`src/rtl/modhdr_pkg.sv`:
```
package modhdr_pkg;

    localparam int NUM_RULES = 6;

    typedef enum logic [2:0] {
        FLT_NONE     = 3'd0,
        FLT_SNOOP    = 3'd1,
        FLT_CTRL     = 3'd2,
        FLT_GDT      = 3'd3,
        FLT_ENTRY    = 3'd4,
        FLT_SEL_RNG  = 3'd5,
        FLT_SEL_ATTR = 3'd6
    } fault_e;

    typedef enum logic {
        SQ_IDLE,
        SQ_RUN
    } seq_state_e;

    typedef struct packed {
        logic [7:0]  ar;
        logic [19:0] limit;
        logic        gran;
        logic        dsize;
    } seg_attr_t;

    localparam logic [7:0]  CODE_AR   = 8'h9B;
    localparam logic [7:0]  DATA_AR   = 8'h93;
    localparam logic [19:0] FLAT_LIM  = 20'hFFFFF;

    function automatic int maxi(input int a, input int b);
        return (a > b) ? a : b;
    endfunction

    function automatic fault_e rule_fault(input int idx);
        return fault_e'(idx + 1);
    endfunction

    function automatic seg_attr_t flat_attr(input logic [7:0] rights);
        seg_attr_t a;
        a.ar    = rights;
        a.limit = FLAT_LIM;
        a.gran  = 1'b1;
        a.dsize = 1'b1;
        return a;
    endfunction

endpackage

```
`src/rtl/modhdr_rules.sv`:
```
module modhdr_rules
    import modhdr_pkg::*;
#(
    parameter int OFF_W  = 32,
    parameter int HL_W   = 16,
    parameter int LIM_W  = 16,
    parameter int SEL_W  = 16,
    parameter int CTRL_W = 16
) (
    input  logic [OFF_W-1:0]     size_i,
    input  logic [HL_W-1:0]      hdr_words_i,
    input  logic [OFF_W-1:0]     scratch_i,
    input  logic [OFF_W-1:0]     gdt_ptr_i,
    input  logic [LIM_W-1:0]     gdt_lim_i,
    input  logic [SEL_W-1:0]     sel_i,
    input  logic [OFF_W-1:0]     entry_i,
    input  logic [OFF_W-1:0]     err_entry_i,
    input  logic [CTRL_W-1:0]    ctrl_i,
    input  logic                 snoop_i,
    output logic                 use_err_o,
    output logic [NUM_RULES-1:0] fail_o
);

    localparam int CW = maxi(maxi(OFF_W, HL_W + 2), maxi(LIM_W, SEL_W)) + 2;

    logic [CW-1:0] floor_w;
    logic [CW-1:0] size_w;
    logic [CW-1:0] ptr_w;
    logic [CW-1:0] tbl_end_w;
    logic [CW-1:0] off_w;
    logic [CW-1:0] sel_w;
    logic [CW-1:0] lim_w;
    logic [OFF_W-1:0] chosen_off;
    logic          rsvd_set;

    generate
        if (CTRL_W > 2) begin : g_rsvd
            assign rsvd_set = |ctrl_i[CTRL_W-1:2];
        end else begin : g_no_rsvd
            assign rsvd_set = 1'b0;
        end
    endgenerate

    always_comb begin
        use_err_o  = ctrl_i[0] & ctrl_i[1] & snoop_i;
        chosen_off = use_err_o ? err_entry_i : entry_i;
        floor_w    = CW'({hdr_words_i, 2'b00}) + CW'(scratch_i);
        size_w     = CW'(size_i);
        ptr_w      = CW'(gdt_ptr_i);
        lim_w      = CW'(gdt_lim_i);
        tbl_end_w  = ptr_w + lim_w;
        off_w      = CW'(chosen_off);
        sel_w      = CW'(sel_i);

        fail_o[0] = ~ctrl_i[0] & ctrl_i[1] & snoop_i;
        fail_o[1] = rsvd_set;
        fail_o[2] = (ptr_w < floor_w) || (tbl_end_w >= size_w);
        fail_o[3] = (off_w >= size_w) || (off_w < floor_w);
        fail_o[4] = (sel_w < CW'(8)) || ((sel_w + CW'(15)) > lim_w);
        fail_o[5] = sel_i[2] | (|sel_i[1:0]);
    end

endmodule

```
`src/rtl/modhdr_seq.sv`:
```
module modhdr_seq
    import modhdr_pkg::*;
#(
    parameter int NRULE = NUM_RULES
) (
    input  logic             clk,
    input  logic             rst,
    input  logic             start_i,
    input  logic [NRULE-1:0] fail_i,
    output logic             cap_o,
    output logic             busy_o,
    output logic             fin_o,
    output fault_e           fin_code_o
);

    localparam int IW = (NRULE > 1) ? $clog2(NRULE) : 1;
    localparam logic [IW-1:0] LAST = IW'(NRULE - 1);

    seq_state_e     state_q;
    logic [IW-1:0]  idx_q;
    logic           cur_fail;

    always_comb begin
        cur_fail = 1'b0;
        for (int i = 0; i < NRULE; i++) begin
            if (idx_q == IW'(i)) cur_fail = fail_i[i];
        end
    end

    always_comb begin
        cap_o      = (state_q == SQ_IDLE) && start_i;
        busy_o     = (state_q == SQ_RUN);
        fin_o      = 1'b0;
        fin_code_o = FLT_NONE;
        if (state_q == SQ_RUN) begin
            if (cur_fail) begin
                fin_o      = 1'b1;
                fin_code_o = rule_fault(int'(idx_q));
            end else if (idx_q == LAST) begin
                fin_o = 1'b1;
            end
        end
    end

    always_ff @(posedge clk) begin
        if (rst) begin
            state_q <= SQ_IDLE;
            idx_q   <= '0;
        end else if (cap_o) begin
            state_q <= SQ_RUN;
            idx_q   <= '0;
        end else if (fin_o) begin
            state_q <= SQ_IDLE;
            idx_q   <= '0;
        end else if (busy_o) begin
            idx_q <= idx_q + IW'(1);
        end
    end

endmodule

```
`src/rtl/modhdr_state.sv`:
```
module modhdr_state
    import modhdr_pkg::*;
#(
    parameter int ADDR_W = 32,
    parameter int OFF_W  = 32,
    parameter int SEL_W  = 16
) (
    input  logic [ADDR_W-1:0] base_i,
    input  logic [OFF_W-1:0]  gdt_ptr_i,
    input  logic [OFF_W-1:0]  entry_i,
    input  logic [OFF_W-1:0]  err_entry_i,
    input  logic              use_err_i,
    input  logic [SEL_W-1:0]  sel_i,
    output logic [ADDR_W-1:0] entry_addr_o,
    output logic [ADDR_W-1:0] gdt_base_o,
    output logic [SEL_W-1:0]  cs_o,
    output logic [SEL_W-1:0]  ds_o,
    output seg_attr_t         cs_attr_o,
    output seg_attr_t         ds_attr_o
);

    always_comb begin
        entry_addr_o = base_i + ADDR_W'(use_err_i ? err_entry_i : entry_i);
        gdt_base_o   = base_i + ADDR_W'(gdt_ptr_i);
        cs_o         = sel_i;
        ds_o         = sel_i + SEL_W'(8);
        cs_attr_o    = flat_attr(CODE_AR);
        ds_attr_o    = flat_attr(DATA_AR);
    end

endmodule

```
`src/rtl/modhdr_validator.sv`:
```
module modhdr_validator
    import modhdr_pkg::*;
#(
    parameter int ADDR_W = 32,
    parameter int OFF_W  = 32,
    parameter int HL_W   = 16,
    parameter int LIM_W  = 16,
    parameter int SEL_W  = 16,
    parameter int CTRL_W = 16
) (
    input  logic              clk,
    input  logic              rst,
    input  logic              start_i,
    input  logic [ADDR_W-1:0] mod_base_i,
    input  logic [OFF_W-1:0]  mod_size_i,
    input  logic [HL_W-1:0]   hdr_words_i,
    input  logic [OFF_W-1:0]  scratch_i,
    input  logic [OFF_W-1:0]  gdt_ptr_i,
    input  logic [LIM_W-1:0]  gdt_lim_i,
    input  logic [SEL_W-1:0]  sel_i,
    input  logic [OFF_W-1:0]  entry_i,
    input  logic [OFF_W-1:0]  err_entry_i,
    input  logic [CTRL_W-1:0] ctrl_i,
    input  logic              snoop_hit_i,
    output logic              busy_o,
    output logic              done_o,
    output logic              pass_o,
    output logic [2:0]        fault_o,
    output logic [ADDR_W-1:0] entry_addr_o,
    output logic [ADDR_W-1:0] gdt_base_o,
    output logic [LIM_W-1:0]  gdt_lim_o,
    output logic [SEL_W-1:0]  cs_sel_o,
    output logic [SEL_W-1:0]  ds_sel_o,
    output logic [7:0]        cs_ar_o,
    output logic [7:0]        ds_ar_o,
    output logic [ADDR_W-1:0] seg_base_o,
    output logic [19:0]       seg_limit_o,
    output logic              seg_g_o,
    output logic              seg_d_o
);

    // latched header fields
    logic [ADDR_W-1:0] base_q;
    logic [OFF_W-1:0]  size_q, scratch_q, ptr_q, ent_q, err_q;
    logic [HL_W-1:0]   hdr_q;
    logic [LIM_W-1:0]  lim_q;
    logic [SEL_W-1:0]  sel_q;
    logic [CTRL_W-1:0] ctrl_q;
    logic              snoop_q;

    logic                 cap;
    logic                 fin;
    fault_e               fin_code;
    logic                 use_err;
    logic [NUM_RULES-1:0] fail_vec;

    logic [ADDR_W-1:0] nx_entry, nx_gdt_base;
    logic [SEL_W-1:0]  nx_cs, nx_ds;
    seg_attr_t         nx_cs_attr, nx_ds_attr;

    always_ff @(posedge clk) begin
        if (rst) begin
            base_q    <= '0;
            size_q    <= '0;
            scratch_q <= '0;
            ptr_q     <= '0;
            ent_q     <= '0;
            err_q     <= '0;
            hdr_q     <= '0;
            lim_q     <= '0;
            sel_q     <= '0;
            ctrl_q    <= '0;
            snoop_q   <= 1'b0;
        end else if (cap) begin
            base_q    <= mod_base_i;
            size_q    <= mod_size_i;
            scratch_q <= scratch_i;
            ptr_q     <= gdt_ptr_i;
            ent_q     <= entry_i;
            err_q     <= err_entry_i;
            hdr_q     <= hdr_words_i;
            lim_q     <= gdt_lim_i;
            sel_q     <= sel_i;
            ctrl_q    <= ctrl_i;
            snoop_q   <= snoop_hit_i;
        end
    end

    modhdr_rules #(
        .OFF_W(OFF_W), .HL_W(HL_W), .LIM_W(LIM_W), .SEL_W(SEL_W), .CTRL_W(CTRL_W)
    ) u_rules (
        .size_i      (size_q),
        .hdr_words_i (hdr_q),
        .scratch_i   (scratch_q),
        .gdt_ptr_i   (ptr_q),
        .gdt_lim_i   (lim_q),
        .sel_i       (sel_q),
        .entry_i     (ent_q),
        .err_entry_i (err_q),
        .ctrl_i      (ctrl_q),
        .snoop_i     (snoop_q),
        .use_err_o   (use_err),
        .fail_o      (fail_vec)
    );

    modhdr_seq #(.NRULE(NUM_RULES)) u_seq (
        .clk        (clk),
        .rst        (rst),
        .start_i    (start_i),
        .fail_i     (fail_vec),
        .cap_o      (cap),
        .busy_o     (busy_o),
        .fin_o      (fin),
        .fin_code_o (fin_code)
    );

    modhdr_state #(.ADDR_W(ADDR_W), .OFF_W(OFF_W), .SEL_W(SEL_W)) u_state (
        .base_i       (base_q),
        .gdt_ptr_i    (ptr_q),
        .entry_i      (ent_q),
        .err_entry_i  (err_q),
        .use_err_i    (use_err),
        .sel_i        (sel_q),
        .entry_addr_o (nx_entry),
        .gdt_base_o   (nx_gdt_base),
        .cs_o         (nx_cs),
        .ds_o         (nx_ds),
        .cs_attr_o    (nx_cs_attr),
        .ds_attr_o    (nx_ds_attr)
    );

    always_ff @(posedge clk) begin
        if (rst) begin
            done_o       <= 1'b0;
            pass_o       <= 1'b0;
            fault_o      <= '0;
            entry_addr_o <= '0;
            gdt_base_o   <= '0;
            gdt_lim_o    <= '0;
            cs_sel_o     <= '0;
            ds_sel_o     <= '0;
            cs_ar_o      <= '0;
            ds_ar_o      <= '0;
            seg_base_o   <= '0;
            seg_limit_o  <= '0;
            seg_g_o      <= 1'b0;
            seg_d_o      <= 1'b0;
        end else begin
            done_o <= fin;
            if (fin) begin
                fault_o <= fin_code;
                if (fin_code == FLT_NONE) begin
                    pass_o       <= 1'b1;
                    entry_addr_o <= nx_entry;
                    gdt_base_o   <= nx_gdt_base;
                    gdt_lim_o    <= lim_q;
                    cs_sel_o     <= nx_cs;
                    ds_sel_o     <= nx_ds;
                    cs_ar_o      <= nx_cs_attr.ar;
                    ds_ar_o      <= nx_ds_attr.ar;
                    seg_base_o   <= '0;
                    seg_limit_o  <= nx_cs_attr.limit;
                    seg_g_o      <= nx_cs_attr.gran & nx_ds_attr.gran;
                    seg_d_o      <= nx_cs_attr.dsize & nx_ds_attr.dsize;
                end else begin
                    pass_o       <= 1'b0;
                    entry_addr_o <= '0;
                    gdt_base_o   <= '0;
                    gdt_lim_o    <= '0;
                    cs_sel_o     <= '0;
                    ds_sel_o     <= '0;
                    cs_ar_o      <= '0;
                    ds_ar_o      <= '0;
                    seg_base_o   <= '0;
                    seg_limit_o  <= '0;
                    seg_g_o      <= 1'b0;
                    seg_d_o      <= 1'b0;
                end
            end
        end
    end

endmodule

```
`config.mk`:
```
export PLATFORM = sky130hd
export DESIGN_NAME = modhdr_validator
export DESIGN_NICKNAME = d
export VERILOG_FILES = /design/src/rtl/modhdr_pkg.sv /design/src/rtl/modhdr_rules.sv /design/src/rtl/modhdr_seq.sv /design/src/rtl/modhdr_state.sv /design/src/rtl/modhdr_validator.sv
export SDC_FILE = /design/constraint.sdc
export NUM_CORES = 1
export LEC_CHECK = 0
export ABC_AREA = 1
export BUFFER_PORTS_ARGS = -buffer_cell sky130_fd_sc_hd__clkbuf_2
export CAP_MARGIN = 25
export CORE_MARGIN = 5
export CORE_UTILIZATION = 40
export DETAILED_ROUTE_END_ITERATION = 10
export PLACE_DENSITY = 0.64
export SLEW_MARGIN = 5
export SYNTH_ARGS = -nofsm -noshare
export SYNTH_HDL_FRONTEND = slang
export SYNTH_SLANG_ARGS = --single-unit
```
`constraint.sdc`:
```
create_clock -name clk -period 3.9 [get_ports clk]
set_clock_uncertainty 0.05 [all_clocks]
set_input_delay 0.39 -clock clk [delete_from_list [all_inputs] [get_ports clk]]
set_output_delay 0.39 -clock clk [all_outputs]
set_load 0.005 [all_outputs]
```
==> summary.md <==
| Metric | Value |
|---|---|
| Worst Setup Start Kind | flip-flop |
| Max FO, Critical Path | 11 |
| Root Buffer Master | clkbuf_16 |
| Critical-path top delay cell | dfxtp_2 |
| Routed Antenna Nets | 0 |
| Diode count | 0 |
| Worst EP arrival | 5.20 ns |
| Die area | 0.0627 mm² |
| Worst-path clk slew | 0.06 ns |
| Max-Slew Margin vs Limit | 0.426 |
| Via count | 24.2k |
| Largest area contributor in the netlist | dfxtp_1 |
| Buffers on Ports | 408 |
| Die height | 250 µm |
| Worst Hold Class | input port to flip-flop |
| Layout area overhead | 34.7% |
| CP dominant cell by count | nand2_1 |
| Via density | 5.19 |
| DP Area | 0.0270 mm² |
| RSZ-0062 raised after global routing | yes |
| Synth top area cells | dfxtp_1 (32%), ha_1 (13%), nand2_1 (8.8%), nor2_1 (7.4%), o21ai_0 (6.7%) |
| Min setup slack post-route | -0.891 ns |
| Synth Area per Inst | 7.25 µm² |
| Die X | 250 µm |
| Post-synth cell types | 54 |
| CTS tree | built |
| Layout cell share with drive strength beyond 1 | 0.224 |
| Worst-Skew Late Latency | 0.58 ns |
| Row count | 88 |
| Detailed-route DRC error count | 0 |
| Total CTS buffers | 44 |
| Fmax | 209 MHz |
| R2R setup slack | -0.89 ns |
| Most used DFF post-synth | dfxtp_1 |
| First-pass GRT wire length | 128000 µm |
| Worst-Margin Slew | 0.859 ns |
| CP required | 4.31 ns |
| Max VDD drop | 297 µV |
| Max Root-Sink Buffers | 3 |
| Initial antenna violation count | 2 |
| Vias in the first global route | 22.4k |
| Fin area | 0.0311 mm² |
| Cell Pwr Density | 379 mW/mm² |
| Max Cap Viol | 0 |
| Synth Register Bits | 375 |
| RePlAce Congestion | 0.967 |
| Pre-CTS setup slack | -1.13 ns |
| Synth top area share | 0.325 |
| Nets | 4380 |
| Fin crit share | 1.23 |
| Synth Warn # | 0 |
| GRT Total Usage | 0.254 |
| Cell family with most CP delay | simple AND/OR/NAND/NOR gates |
| Slowest stage delay, CP | 0.33 ns |
| Setup Crit Path Kind | flip-flop to flip-flop |
| DRT Wirelength | 87500 µm |
| CP Capture Type | flip-flop |
| 1st-iter DRT viols | 1873 |
| FILL cells | 5510 |
| Setup-failing EPs final | 118 |
| Failing checks | negative setup slack |
| Max-slew violation count | 0 |
| Largest net degree at the start of global routing | 181 |
| Post-Syn Instances | 3191 |
| Clk sinks | 375 |
| Status | complete, but fails checks |
| Fin. Hold Viols | 0 |
| Min Tclk post-route | 4.79 ns |
| Core area | 0.0575 mm² |
| Grt total ovfl | 0 |
| Buf+Inv Stages, Crit Path | 7 |
| Async S/R FF share, synth | 0 |
| Hpwl dp | 63700 µm |
| EDFF count, synth | 0 |
| WL/cell | 18.7 µm |
| Cell Area, Synth | 0.0231 mm² |
| Htree depth | 2 |
| Sequential area share after synthesis | 0.325 |
| Pre-antenna DRT Iters | 7 |
| Starting density of the core | 0.402 |
| Leak Pwr | 15.8 nW |
| I/O pins | 448 |
==> metal layers <==
| layer | global-route usage | wire [µm] |
|---|---|---|
| met1 | 0.363 | 39700 |
| met5 | 0 | 0 |
| met3 | 0.0332 | 5620 |
| met4 | 0.0613 | 2290 |
| met2 | 0.410 | 39900 |
==> sequential cells by signal, summed over array words and instances, names as in the netlist <==
name          flops
snoop_q           1
sel_q            16
ctrl_q           16
size_q           32
ptr_q            32
cs_sel_o         16
u_seq.busy_o      1
ds_sel_o         13
entry_addr_o     32
fault_o           3
gdt_lim_o        16
done_o            1
err_q            32
ent_q            32
gdt_base_o       32
scratch_q        32
u_seq.idx_q       3
lim_q            16
seg_limit_o       1
hdr_q            16
base_q           32
==> tightest hold or removal path: stages <==
cell and delay, ns:
clkbuf_2 0.09, nor2_1 0.04, nor2_1 0.08
==> synthesized netlist by cell type, types with 2 or more instances <==
library cell,count
nand2_2,4
o21bai_1,4
xor2_1,108
a221oi_1,2
nor2_1,456
o21ai_2,2
nand2_1,539
nand4_1,138
buf_4,86
a21boi_1,2
o21a_1,6
a21oi_1,235
nor3_1,33
ha_1,245
inv_1,238
xnor2_1,35
o31ai_1,2
nand3_2,3
o21ai_0,309
buf_6,11
nand3b_1,3
clkbuf_1,101
a21oi_2,2
o211ai_1,5
a211oi_1,10
fa_1,4
o21ai_1,6
buf_2,26
a21boi_0,7
o2111ai_1,2
nor4_1,12
inv_2,2
dfxtp_1,375
a21o_1,13
a31oi_1,12
nand3_1,135
==> cells in the final DEF, fill, tap and decap left out, types with 7 or more instances in the layout <==
| cell type | instances |
|---|---|
| a211oi_1 | 8 |
| a21boi_0 | 7 |
| a21o_1 | 13 |
| a21oi_1 | 227 |
| a21oi_2 | 9 |
| a31oi_1 | 12 |
| buf_12 | 19 |
| buf_16 | 7 |
| buf_4 | 226 |
| buf_6 | 13 |
| clkbuf_16 | 55 |
| clkbuf_2 | 408 |
| clkinv_2 | 10 |
| conb_1 | 39 |
| dfxtp_1 | 360 |
| dfxtp_2 | 15 |
| dlygate4sd3_1 | 133 |
| ha_1 | 231 |
| ha_4 | 14 |
| inv_1 | 231 |
| inv_2 | 7 |
| nand2_1 | 526 |
| nand2_2 | 16 |
| nand3_1 | 130 |
| nand4_1 | 138 |
| nor2_1 | 451 |
| nor3_1 | 27 |
| nor4_1 | 11 |
| o21ai_0 | 304 |
| o21ai_1 | 8 |
| xnor2_1 | 33 |
| xor2_1 | 101 |
==> path summary, 6_finish.rpt <==
path / start / endpoint / cells after the start
worst min register to register: err_q[1] / err_q[1] / 2
worst max-delay path: lim_q[4] / gdt_lim_o[1] / 37
worst max register to register: lim_q[4] / gdt_lim_o[1] / 37
worst min-delay path: scratch_i[20] / scratch_q[20] / 3
==> kinds of logic (layout without fill, tap and decap cells) <==
| family | after synthesis | count (layout) | synth area share |
|---|---|---|---|
| adders and majority gates | 249 | 249 | 0.136 |
| buffers and inverters | 466 | 1138 | 0.0951 |
| and+or+nand+nor | 1329 | 1329 | 0.244 |
| AOI/OAI and AO/OA | 628 | 628 | 0.146 |
| xor gates and xnor gates | 143 | 143 | 0.0542 |
| other | 1 | 39 | 0.000162 |
| DFF | 375 | 375 | 0.325 |
==> layout make-up <==
cell class / count / area (µm²) / area share
multi-input combinational: 2388 / 14100 / 0.451
sequential: 375 / 7530 / 0.242
timing repair buffer: 821 / 6180 / 0.199
clock buffer: 54 / 1220 / 0.0392
tap: 765 / 957 / 0.0307
inverter: 241 / 920 / 0.0295
clock inverter: 22 / 279 / 0.00896
==> power breakdown <==
part | internal [W] | switching, W
logic | 0.00133 | 0.00183
registers | 0.00409 | 0.000202
clock network | 0.00261 | 0.00174
total | 0.00803 | 0.00377
==> per-stage QoR <==
| step | power, W | util | hold WS [ns] | setup TNS (ns) | instances |
|---|---|---|---|---|---|
| after global placement | 0.00717 | 0.469 | 0.386 | -116.36 | 4404 |
| final | 0.0118 | 0.542 | 0.0130 | -95.59 | 4666 |
| after CTS | 0.0117 | 0.530 | 0.00000849 | -83.23 | 4637 |
| after global routing | 0.0124 | 0.542 | 0.0168 | -129.20 | 4666 |
| after detailed placement | 0.00720 | 0.469 | 0.388 | -122.88 | 4404 |
| after floorplan | 0.00611 | - | 0.375 | -22.60 | 3229 |
==> repair_timing <==
item,CTS,global route
buffers inserted,16,13
hold buffers,133,0
gates cloned,8,16
pin swaps,29,59
hold endpoints to repair,133,0
gates resized for setup,68,49
setup endpoints to repair,118,118
No activity file was read; power rests on OpenSTA's default activity.
